==> src/rtl/mw_eeprom_pkg.sv <==
package mw_eeprom_pkg;

   typedef enum logic [2:0] {
      ST_IDLE,
      ST_HDR,
      ST_DATA,
      ST_READ,
      ST_DONE
   } mw_state_e;

   typedef enum logic [2:0] {
      PG_NONE,
      PG_WORD,
      PG_CLEAR,
      PG_FILL,
      PG_WIPE
   } mw_prog_e;

   localparam logic [1:0] OPC_READ  = 2'b10;
   localparam logic [1:0] OPC_WRITE = 2'b01;
   localparam logic [1:0] OPC_ERASE = 2'b11;
   localparam logic [1:0] OPC_EXT   = 2'b00;

   localparam logic [1:0] EXT_WEN   = 2'b11;
   localparam logic [1:0] EXT_WDIS  = 2'b00;
   localparam logic [1:0] EXT_WIPE  = 2'b10;
   localparam logic [1:0] EXT_FILL  = 2'b01;

endpackage

==> src/rtl/mw_sync.sv <==
module mw_sync #(
   parameter int N      = 3,
   parameter int STAGES = 2
) (
   input  logic         clk,
   input  logic         rst_n,
   input  logic [N-1:0] d_i,
   output logic [N-1:0] q_o
);
   logic [N-1:0] pipe [STAGES];

   always_ff @(posedge clk or negedge rst_n) begin
      if (!rst_n) pipe[0] <= '0;
      else        pipe[0] <= d_i;
   end

   for (genvar s = 1; s < STAGES; s++) begin : g_stage
      always_ff @(posedge clk or negedge rst_n) begin
         if (!rst_n) pipe[s] <= '0;
         else        pipe[s] <= pipe[s-1];
      end
   end

   assign q_o = pipe[STAGES-1];
endmodule

==> src/rtl/mw_prog_timer.sv <==
module mw_prog_timer #(
   parameter int SHORT_CYC = 100,
   parameter int LONG_CYC  = 300
) (
   input  logic clk,
   input  logic rst_n,
   input  logic start_i,
   input  logic long_i,
   output logic busy_o
);
   localparam int CW = $clog2(LONG_CYC + 1);

   logic [CW-1:0] cnt_q;

   always_ff @(posedge clk or negedge rst_n) begin
      if (!rst_n)               cnt_q <= '0;
      else if (start_i)         cnt_q <= long_i ? CW'(LONG_CYC) : CW'(SHORT_CYC);
      else if (cnt_q != '0)     cnt_q <= cnt_q - CW'(1);
   end

   assign busy_o = (cnt_q != '0);
endmodule

==> src/rtl/mw_array.sv <==
module mw_array #(
   parameter int WORD_W = 16,
   parameter int DEPTH  = 64
) (
   input  logic                     clk,
   input  logic                     rst_n,
   input  logic                     wr_en_i,
   input  logic                     wr_all_i,
   input  logic [$clog2(DEPTH)-1:0] wr_idx_i,
   input  logic [WORD_W-1:0]        wr_data_i,
   input  logic [WORD_W-1:0]        wr_mask_i,
   input  logic [$clog2(DEPTH)-1:0] rd_idx_i,
   output logic [WORD_W-1:0]        rd_data_o
);
   localparam int AW = $clog2(DEPTH);

   logic [WORD_W-1:0] words [DEPTH];

   for (genvar i = 0; i < DEPTH; i++) begin : g_word
      logic [WORD_W-1:0] cell_q;
      always_ff @(posedge clk or negedge rst_n) begin
         if (!rst_n)
            cell_q <= '1;
         else if (wr_en_i && (wr_all_i || wr_idx_i == AW'(i)))
            cell_q <= (cell_q & ~wr_mask_i) | (wr_data_i & wr_mask_i);
      end
      assign words[i] = cell_q;
   end

   assign rd_data_o = words[rd_idx_i];
endmodule

==> src/rtl/mw_eeprom.sv <==
module mw_eeprom
   import mw_eeprom_pkg::*;
#(
   parameter int ARRAY_BITS  = 1024,
   parameter int WORD_W      = 16,
   parameter int PROG_CYC    = 12000,
   parameter int BULK_CYC    = 30000,
   parameter int SYNC_STAGES = 2
) (
   input  logic clk,
   input  logic rst_n,
   input  logic cs_i,
   input  logic sck_i,
   input  logic sdi_i,
   input  logic org_i,
   output logic sdo_o,
   output logic sdo_oe_o
);
   localparam int DEPTH = ARRAY_BITS / WORD_W;
   localparam int AW    = $clog2(DEPTH);
   localparam int NAW   = AW + 1;
   localparam int NW    = WORD_W / 2;
   localparam int HW    = 2 + NAW;
   localparam int CNT_W = $clog2(WORD_W + HW + 1);

   if (SYNC_STAGES < 2)               begin : g_bad_sync  $error("SYNC_STAGES below 2"); end
   if (WORD_W < 4 || WORD_W % 2 != 0) begin : g_bad_word  $error("WORD_W must be even and at least 4"); end
   if (ARRAY_BITS % WORD_W != 0)      begin : g_bad_size  $error("ARRAY_BITS not a multiple of WORD_W"); end
   if ((1 << AW) != DEPTH || AW < 2)  begin : g_bad_depth $error("word count must be a power of two, at least 4"); end
   if (PROG_CYC < 1 || BULK_CYC < PROG_CYC) begin : g_bad_time $error("interval lengths out of order"); end

   // host line conditioning
   logic [2:0] sync_q;
   logic       cs_s, sck_s, sdi_s, cs_q, sck_q;
   logic       sck_rise, cs_fall;

   mw_sync #(.N(3), .STAGES(SYNC_STAGES)) u_sync (
      .clk(clk), .rst_n(rst_n), .d_i({cs_i, sck_i, sdi_i}), .q_o(sync_q));
   assign {cs_s, sck_s, sdi_s} = sync_q;

   always_ff @(posedge clk or negedge rst_n) begin
      if (!rst_n) begin
         cs_q  <= 1'b0;
         sck_q <= 1'b0;
      end else begin
         cs_q  <= cs_s;
         sck_q <= sck_s;
      end
   end
   assign sck_rise = sck_s & ~sck_q;
   assign cs_fall  = cs_q & ~cs_s;

   // decoder state
   mw_state_e         st_q;
   mw_prog_e          pend_q;
   logic [CNT_W-1:0]  bcnt_q;
   logic [HW-2:0]     hdr_q;
   logic [WORD_W-1:0] dat_q, rd_sr_q;
   logic [NAW-1:0]    addr_q;
   logic              wen_q, do_q, stat_q, clr_arm_q;
   logic              busy, prog_go, rd_act;

   // field extraction from the header including the bit now arriving
   logic [HW-1:0]     hdr_nx;
   logic [1:0]        op_f, ext_f;
   logic [NAW-1:0]    adr_f, addr_inc, fetch_a;
   logic [CNT_W-1:0]  hdr_last, dw_last;
   logic [WORD_W-1:0] rd_word, fetch_w, wr_data, wr_mask;
   logic [AW-1:0]     rd_idx, wr_idx;
   logic              bulk;

   assign hdr_nx   = {hdr_q, sdi_s};
   assign op_f     = org_i ? hdr_nx[AW+1:AW]   : hdr_nx[NAW+1:NAW];
   assign ext_f    = org_i ? hdr_nx[AW-1:AW-2] : hdr_nx[NAW-1:NAW-2];
   assign adr_f    = org_i ? {1'b0, hdr_nx[AW-1:0]} : hdr_nx[NAW-1:0];
   assign hdr_last = org_i ? CNT_W'(1 + AW) : CNT_W'(1 + NAW);
   assign dw_last  = org_i ? CNT_W'(WORD_W - 1) : CNT_W'(NW - 1);
   assign addr_inc = org_i ? {1'b0, addr_q[AW-1:0] + AW'(1)} : addr_q + NAW'(1);

   assign fetch_a  = (st_q == ST_READ) ? addr_inc : adr_f;
   assign rd_idx   = org_i ? fetch_a[AW-1:0] : fetch_a[NAW-1:1];
   assign fetch_w  = org_i     ? rd_word :
                     fetch_a[0] ? {rd_word[WORD_W-1:NW], {NW{1'b0}}} :
                                  {rd_word[NW-1:0],      {NW{1'b0}}};

   always_ff @(posedge clk or negedge rst_n) begin
      if (!rst_n) begin
         st_q    <= ST_IDLE;
         pend_q  <= PG_NONE;
         bcnt_q  <= '0;
         hdr_q   <= '0;
         dat_q   <= '0;
         rd_sr_q <= '0;
         addr_q  <= '0;
         wen_q   <= 1'b0;
         do_q    <= 1'b0;
      end else if (!cs_s) begin
         st_q   <= ST_IDLE;
         pend_q <= PG_NONE;
         bcnt_q <= '0;
         hdr_q  <= '0;
         do_q   <= 1'b0;
      end else if (sck_rise) begin
         unique case (st_q)
            ST_IDLE: if (sdi_s && !busy) begin
               st_q   <= ST_HDR;
               bcnt_q <= '0;
               hdr_q  <= '0;
            end
            ST_HDR: begin
               hdr_q  <= hdr_nx[HW-2:0];
               bcnt_q <= bcnt_q + CNT_W'(1);
               if (bcnt_q == hdr_last) begin
                  addr_q <= adr_f;
                  bcnt_q <= '0;
                  unique case (op_f)
                     OPC_READ: begin
                        st_q    <= ST_READ;
                        do_q    <= 1'b0;
                        rd_sr_q <= fetch_w;
                     end
                     OPC_WRITE: begin
                        st_q   <= ST_DATA;
                        pend_q <= PG_WORD;
                     end
                     OPC_ERASE: begin
                        st_q   <= ST_DONE;
                        pend_q <= PG_CLEAR;
                     end
                     default: begin
                        st_q <= ST_DONE;
                        unique case (ext_f)
                           EXT_WEN:  wen_q  <= 1'b1;
                           EXT_WDIS: wen_q  <= 1'b0;
                           EXT_WIPE: pend_q <= PG_WIPE;
                           default: begin
                              pend_q <= PG_FILL;
                              st_q   <= ST_DATA;
                           end
                        endcase
                     end
                  endcase
               end
            end
            ST_DATA: begin
               dat_q  <= {dat_q[WORD_W-2:0], sdi_s};
               bcnt_q <= bcnt_q + CNT_W'(1);
               if (bcnt_q == dw_last) st_q <= ST_DONE;
            end
            ST_READ: begin
               do_q    <= rd_sr_q[WORD_W-1];
               rd_sr_q <= {rd_sr_q[WORD_W-2:0], 1'b0};
               if (bcnt_q == dw_last) begin
                  bcnt_q  <= '0;
                  addr_q  <= addr_inc;
                  rd_sr_q <= fetch_w;
               end else begin
                  bcnt_q <= bcnt_q + CNT_W'(1);
               end
            end
            default: ;
         endcase
      end
   end

   // programming launch and status flag
   assign prog_go = cs_fall && (st_q == ST_DONE) && (pend_q != PG_NONE) && wen_q && !busy;
   assign bulk    = (pend_q == PG_FILL) || (pend_q == PG_WIPE);
   assign wr_idx  = org_i ? addr_q[AW-1:0] : addr_q[NAW-1:1];
   assign wr_data = (pend_q == PG_CLEAR || pend_q == PG_WIPE) ? '1 :
                    org_i ? dat_q : {dat_q[NW-1:0], dat_q[NW-1:0]};
   assign wr_mask = (bulk || org_i) ? '1 :
                    addr_q[0] ? {{NW{1'b1}}, {NW{1'b0}}} : {{NW{1'b0}}, {NW{1'b1}}};

   always_ff @(posedge clk or negedge rst_n) begin
      if (!rst_n) begin
         stat_q    <= 1'b0;
         clr_arm_q <= 1'b0;
      end else begin
         if (prog_go)                 stat_q <= 1'b1;
         else if (cs_fall && clr_arm_q) stat_q <= 1'b0;
         if (cs_fall)                 clr_arm_q <= 1'b0;
         else if (cs_s && sck_rise && sdi_s && st_q == ST_IDLE && !busy)
                                      clr_arm_q <= 1'b1;
      end
   end

   mw_prog_timer #(.SHORT_CYC(PROG_CYC), .LONG_CYC(BULK_CYC)) u_timer (
      .clk(clk), .rst_n(rst_n), .start_i(prog_go), .long_i(bulk), .busy_o(busy));

   mw_array #(.WORD_W(WORD_W), .DEPTH(DEPTH)) u_array (
      .clk(clk), .rst_n(rst_n), .wr_en_i(prog_go), .wr_all_i(bulk),
      .wr_idx_i(wr_idx), .wr_data_i(wr_data), .wr_mask_i(wr_mask),
      .rd_idx_i(rd_idx), .rd_data_o(rd_word));

   assign rd_act   = (st_q == ST_READ);
   assign sdo_oe_o = cs_s && (rd_act || (st_q == ST_IDLE && stat_q));
   assign sdo_o    = rd_act ? do_q : ~busy;
endmodule

==> config.mk <==
export PLATFORM = sky130hd
export DESIGN_NAME = mw_eeprom
export DESIGN_NICKNAME = d
export VERILOG_FILES = /design/src/rtl/mw_eeprom_pkg.sv /design/src/rtl/mw_sync.sv /design/src/rtl/mw_prog_timer.sv /design/src/rtl/mw_array.sv /design/src/rtl/mw_eeprom.sv
export SDC_FILE = /design/constraint.sdc
export NUM_CORES = 2
export LEC_CHECK = 0
export BUFFER_PORTS_ARGS = -buffer_cell sky130_fd_sc_hd__buf_2
export CORE_ASPECT_RATIO = 1.75
export CORE_MARGIN = 2
export CORE_UTILIZATION = 45
export CTS_CLUSTER_SIZE = 10
export DETAILED_ROUTE_END_ITERATION = 16
export GPL_TIMING_DRIVEN = 0
export PLACE_DENSITY = 0.68
export RECOVER_POWER = 100
export SLEW_MARGIN = 10
export SYNTH_ARGS = -nofsm -noshare
export SYNTH_HDL_FRONTEND = slang
export SYNTH_HIERARCHICAL = 1
export SYNTH_SLANG_ARGS = --single-unit
==> constraint.sdc <==
create_clock -name clk -period 6.85 [get_ports clk]
set_clock_uncertainty 0.1 [all_clocks]
set_input_delay 0.3425 -clock clk [delete_from_list [all_inputs] [get_ports clk]]
set_output_delay 0.3425 -clock clk [all_outputs]
set_load 0.01 [all_outputs]
==> results.tsv <==
stage	metric	value	unit
pwr	clock power share	44.1	%
synth	number of synthesized flops with an enable pin	0	
pwr	P_int	9.92	mW
synth	synthesized area per cell	12.4	um^2
timing	Final Hold Vio Count	0	
synth	library cells used by synthesis	79	
synth	Synth area leaders	dfstp_2, mux2_2, mux4_2, nand2_1, dfrtp_1	
flow_run	max cap viols	3	
synth	asr flop ratio synth	100	%
clocking	clk_lat worst skew	0.79	ns
place	final HPWL from detailed placement	150	mm
critical_path	Crit. path cell count	15	
floorplan	Rows	173	
floorplan	# IOs	8	
critical_path	Setup crit end kind	flop	
synth	FF+latch count, synth	1109	
routing	DRC	0	
synth	synth warn	6	
cells_and_area	P&R area growth vs syn	9.44	%
cells_and_area	commonest non-fill, non-tap cell in the layout	nand2_1	
global_routing	gr ovfl total	0	
timing	Final Critical Period	6.75	ns
synth	post-synth top area cell	dfstp_2	
timing	fmax	148	MHz
floorplan	Core ar.	127000	um^2
place	GP Congestion	1.01	
global_routing	initial antenna violation count	14	
cells_and_area	fin area	63200	um^2
critical_path	Largest delay share family, worst path	buffers and inverters	
critical_path	CP max stage cell	clkbuf_1	
clocking	H-tree levels	3	
critical_path	Critical Path End	rd_sr_q[14]$_DFFE_PN0P_	
synth	post-synth top area share	46.6	%
timing	setup TNS	0	ns
timing	Slew HR	-53.7	%
clocking	CTS Buf Count	121	
clocking	Max clock buf depth	3	
synth	syn nets	4683	
routing	drt via density	6.13	
status	status	complete, but fails checks	
routing	WL per Instance	31.1	um
floorplan	Initial Util	45.4	%
routing	first-pass detailed-route iteration total	5	
critical_path	Worst setup SP type	flop	
global_routing	largest net degree at the start of global routing	155	
floorplan	height of the die	478	um
pwr	switch share	24.2	%
synth	Syn Std Cell Area	57700	um^2
clocking	CTS root buffer	clkbuf_16	
critical_path	Arr. time, crit path	7.31	ns
floorplan	die width	275	um
critical_path	CP startpoint	st_q[2]$_DFFE_PN0P_	
synth	dominant synthesized flop cell	dfstp_2	
global_routing	first-pass GRT wire length	290	mm
critical_path	cell mode on critical path	o21ai_0	
critical_path	CP bufs+invs	5	
critical_path	Crit Path Category	flop to flop	
critical_path	Crit Path Max Fanout	10	
routing	WL final	202	mm
cells_and_area	share of layout cells above drive strength 1	52.9	%
pwr	PwrDens	207	nW/um^2
critical_path	Critical Path RT	7.42	ns
cells_and_area	register area	29000	um^2
pwr	Seq pwr share	50.4	%
timing	worst slew pin tran	2.31	ns
clocking	Worst-path clk slew	0.06	ns
cells_and_area	Post-layout nets	4827	
synth	Post-Syn Instances	4668	
timing	fin crit share	98.5	%
clocking	hold buffers post-CTS	4	
critical_path	Worst R2R Setup Slack	0.10	ns
cells_and_area	number of fill cells	11100	
clocking	TritonCTS clock tree	built	
pwr	static leakage	24.1	nW
timing	RSZ-0062 raised after global routing	false	
critical_path	FF-to-FF End	rd_sr_q[14]$_DFFE_PN0P_	
place	dpl cell area	60100	um^2
floorplan	die area	131000	um^2
routing	DR iter-0 viols	3042	
critical_path	r2r worst-path depth	15	
global_routing	total track usage	31.0	%
routing	vias after detailed routing	39900	
clocking	cts repair resizes	0	
pwr	Power Total	13.1	mW
synth	sequential share of the synthesized area	50.3	%
clocking	Post-CTS Setup Bufs	0	
cells_and_area	multi-input logic area	26500	um^2
pwr	Peak supply drop	0.000197	V
pwr	P_sw	3.17	mW
critical_path	cell chain of the critical path	buf_4 -> nand3b_4 -> clkbuf_1 -> o21ai_0 -> o21ai_0 -> buf_2 -> clkbuf_1 -> clkbuf_2 -> mux2i_1 -> a21oi_1 -> o21ai_0 -> o31ai_1 -> mux2i_1 -> a21oi_1 -> mux2_1	
place	port bufs	7	
cells_and_area	commonest cells after routing, fill and taps aside	nand2_1, dfstp_2, mux2_2	
routing	DRT antenna net count	0	
clocking	number of clock sinks	1109	
timing	final setup violation count	0	
pwr	Comb pwr share	5.5	%
critical_path	Slowest Stage Delay on Critical Path	1.05	ns
status	failing checks	max-capacitance violations, max-slew violations	
critical_path	RR Startpoint	st_q[2]$_DFFE_PN0P_	
min_path	Hold Crit Class	input port to flop	
global_routing	vias in the first global route	41500	
timing	max-slew violations	339	
[worst min-delay path by stage]
stage                        startpoint                  endpoint  slack [ns]  cells past startpoint
6_report                          sck_i  u_sync/pipe[4]$_DFF_PN0_        0.10                      2
5_1_grt                           sdi_i  u_sync/pipe[3]$_DFF_PN0_        0.11                      2
4_1_cts                           sck_i  u_sync/pipe[4]$_DFF_PN0_        0.09                      2
3_5_place_dp   u_sync/pipe[4]$_DFF_PN0_   u_sync/q_o[1]$_DFF_PN0_        0.24                      0
3_3_place_gp   u_sync/pipe[4]$_DFF_PN0_   u_sync/q_o[1]$_DFF_PN0_        0.24                      0
2_1_floorplan                     rst_n     addr_q[0]$_DFFE_PN0P_       -0.05                      0
[power by group through the flow]
stage	logic (mW)	registers (mW)	clock network (mW)
after floorplan	0.344	6.69	0
after global placement	0.698	6.66	0
after detailed placement	0.719	6.69	0
after CTS	0.722	6.59	5.89
after global routing	0.754	6.59	6.12
final	0.721	6.59	5.78
[per-stage QoR]
step	setup slack [ns]	util, %	hold slack (ns)	instances
after CTS	0.511	49.9	0.0927	6497
after floorplan	2.99	-	-0.0531	4668
after detailed placement	0.407	47.3	0.236	6347
final	0.103	49.7	0.100	6509
after global routing	0.186	49.7	0.112	6498
after global placement	-18.17	47.1	0.245	6337
[layout make-up]
class | instances | share of cell area, %
flip-flops and latches | 1109 | 46.0
multi-input cells | 3066 | 41.9
clock buffers | 138 | 4.91
well taps | 1662 | 3.29
plain buffers | 471 | 3.11
repair buffers | 21 | 0.442
clock inverters | 8 | 0.204
inverters | 22 | 0.131
diodes | 12 | 0.0475
[cell families after synthesis]
family | Yosys count | share of synthesized area (%)
compound gates | 317 | 3.45
xor+xnor | 13 | 0.197
buf+inv | 493 | 3.76
fa+ha+maj | 9 | 0.195
mux | 1400 | 32.4
simple gates | 1327 | 9.71
flops | 1109 | 50.3
[routing by layer]
layer / up-vias / share of wire (%) / global-route usage, % / routed length [um]
li1: 16500 / - / - / -
met1: 20700 / 33 / 31.4 / 65900
met2: 1815 / 49 / 51.2 / 98200
met3: 863 / 7.3 / 7.87 / 14800
met4: 10 / 12 / 29.5 / 23300
met5: - / 0.036 / 0 / 72
[Yosys cell counts, types with 25 or more instances]
library cell and n:
nor2_1 81, mux2_1 55, mux2i_1 75, mux4_2 268, buf_1 104, dfrtp_1 85
clkbuf_1 194, o21ai_0 77, nor2b_1 55, o22ai_1 25, nand2_1 1066, dfstp_2 1024
clkbuf_2 32, a21oi_1 100, mux2_2 1000, buf_2 111
Note: power is estimated with default switching activity, not from simulation.
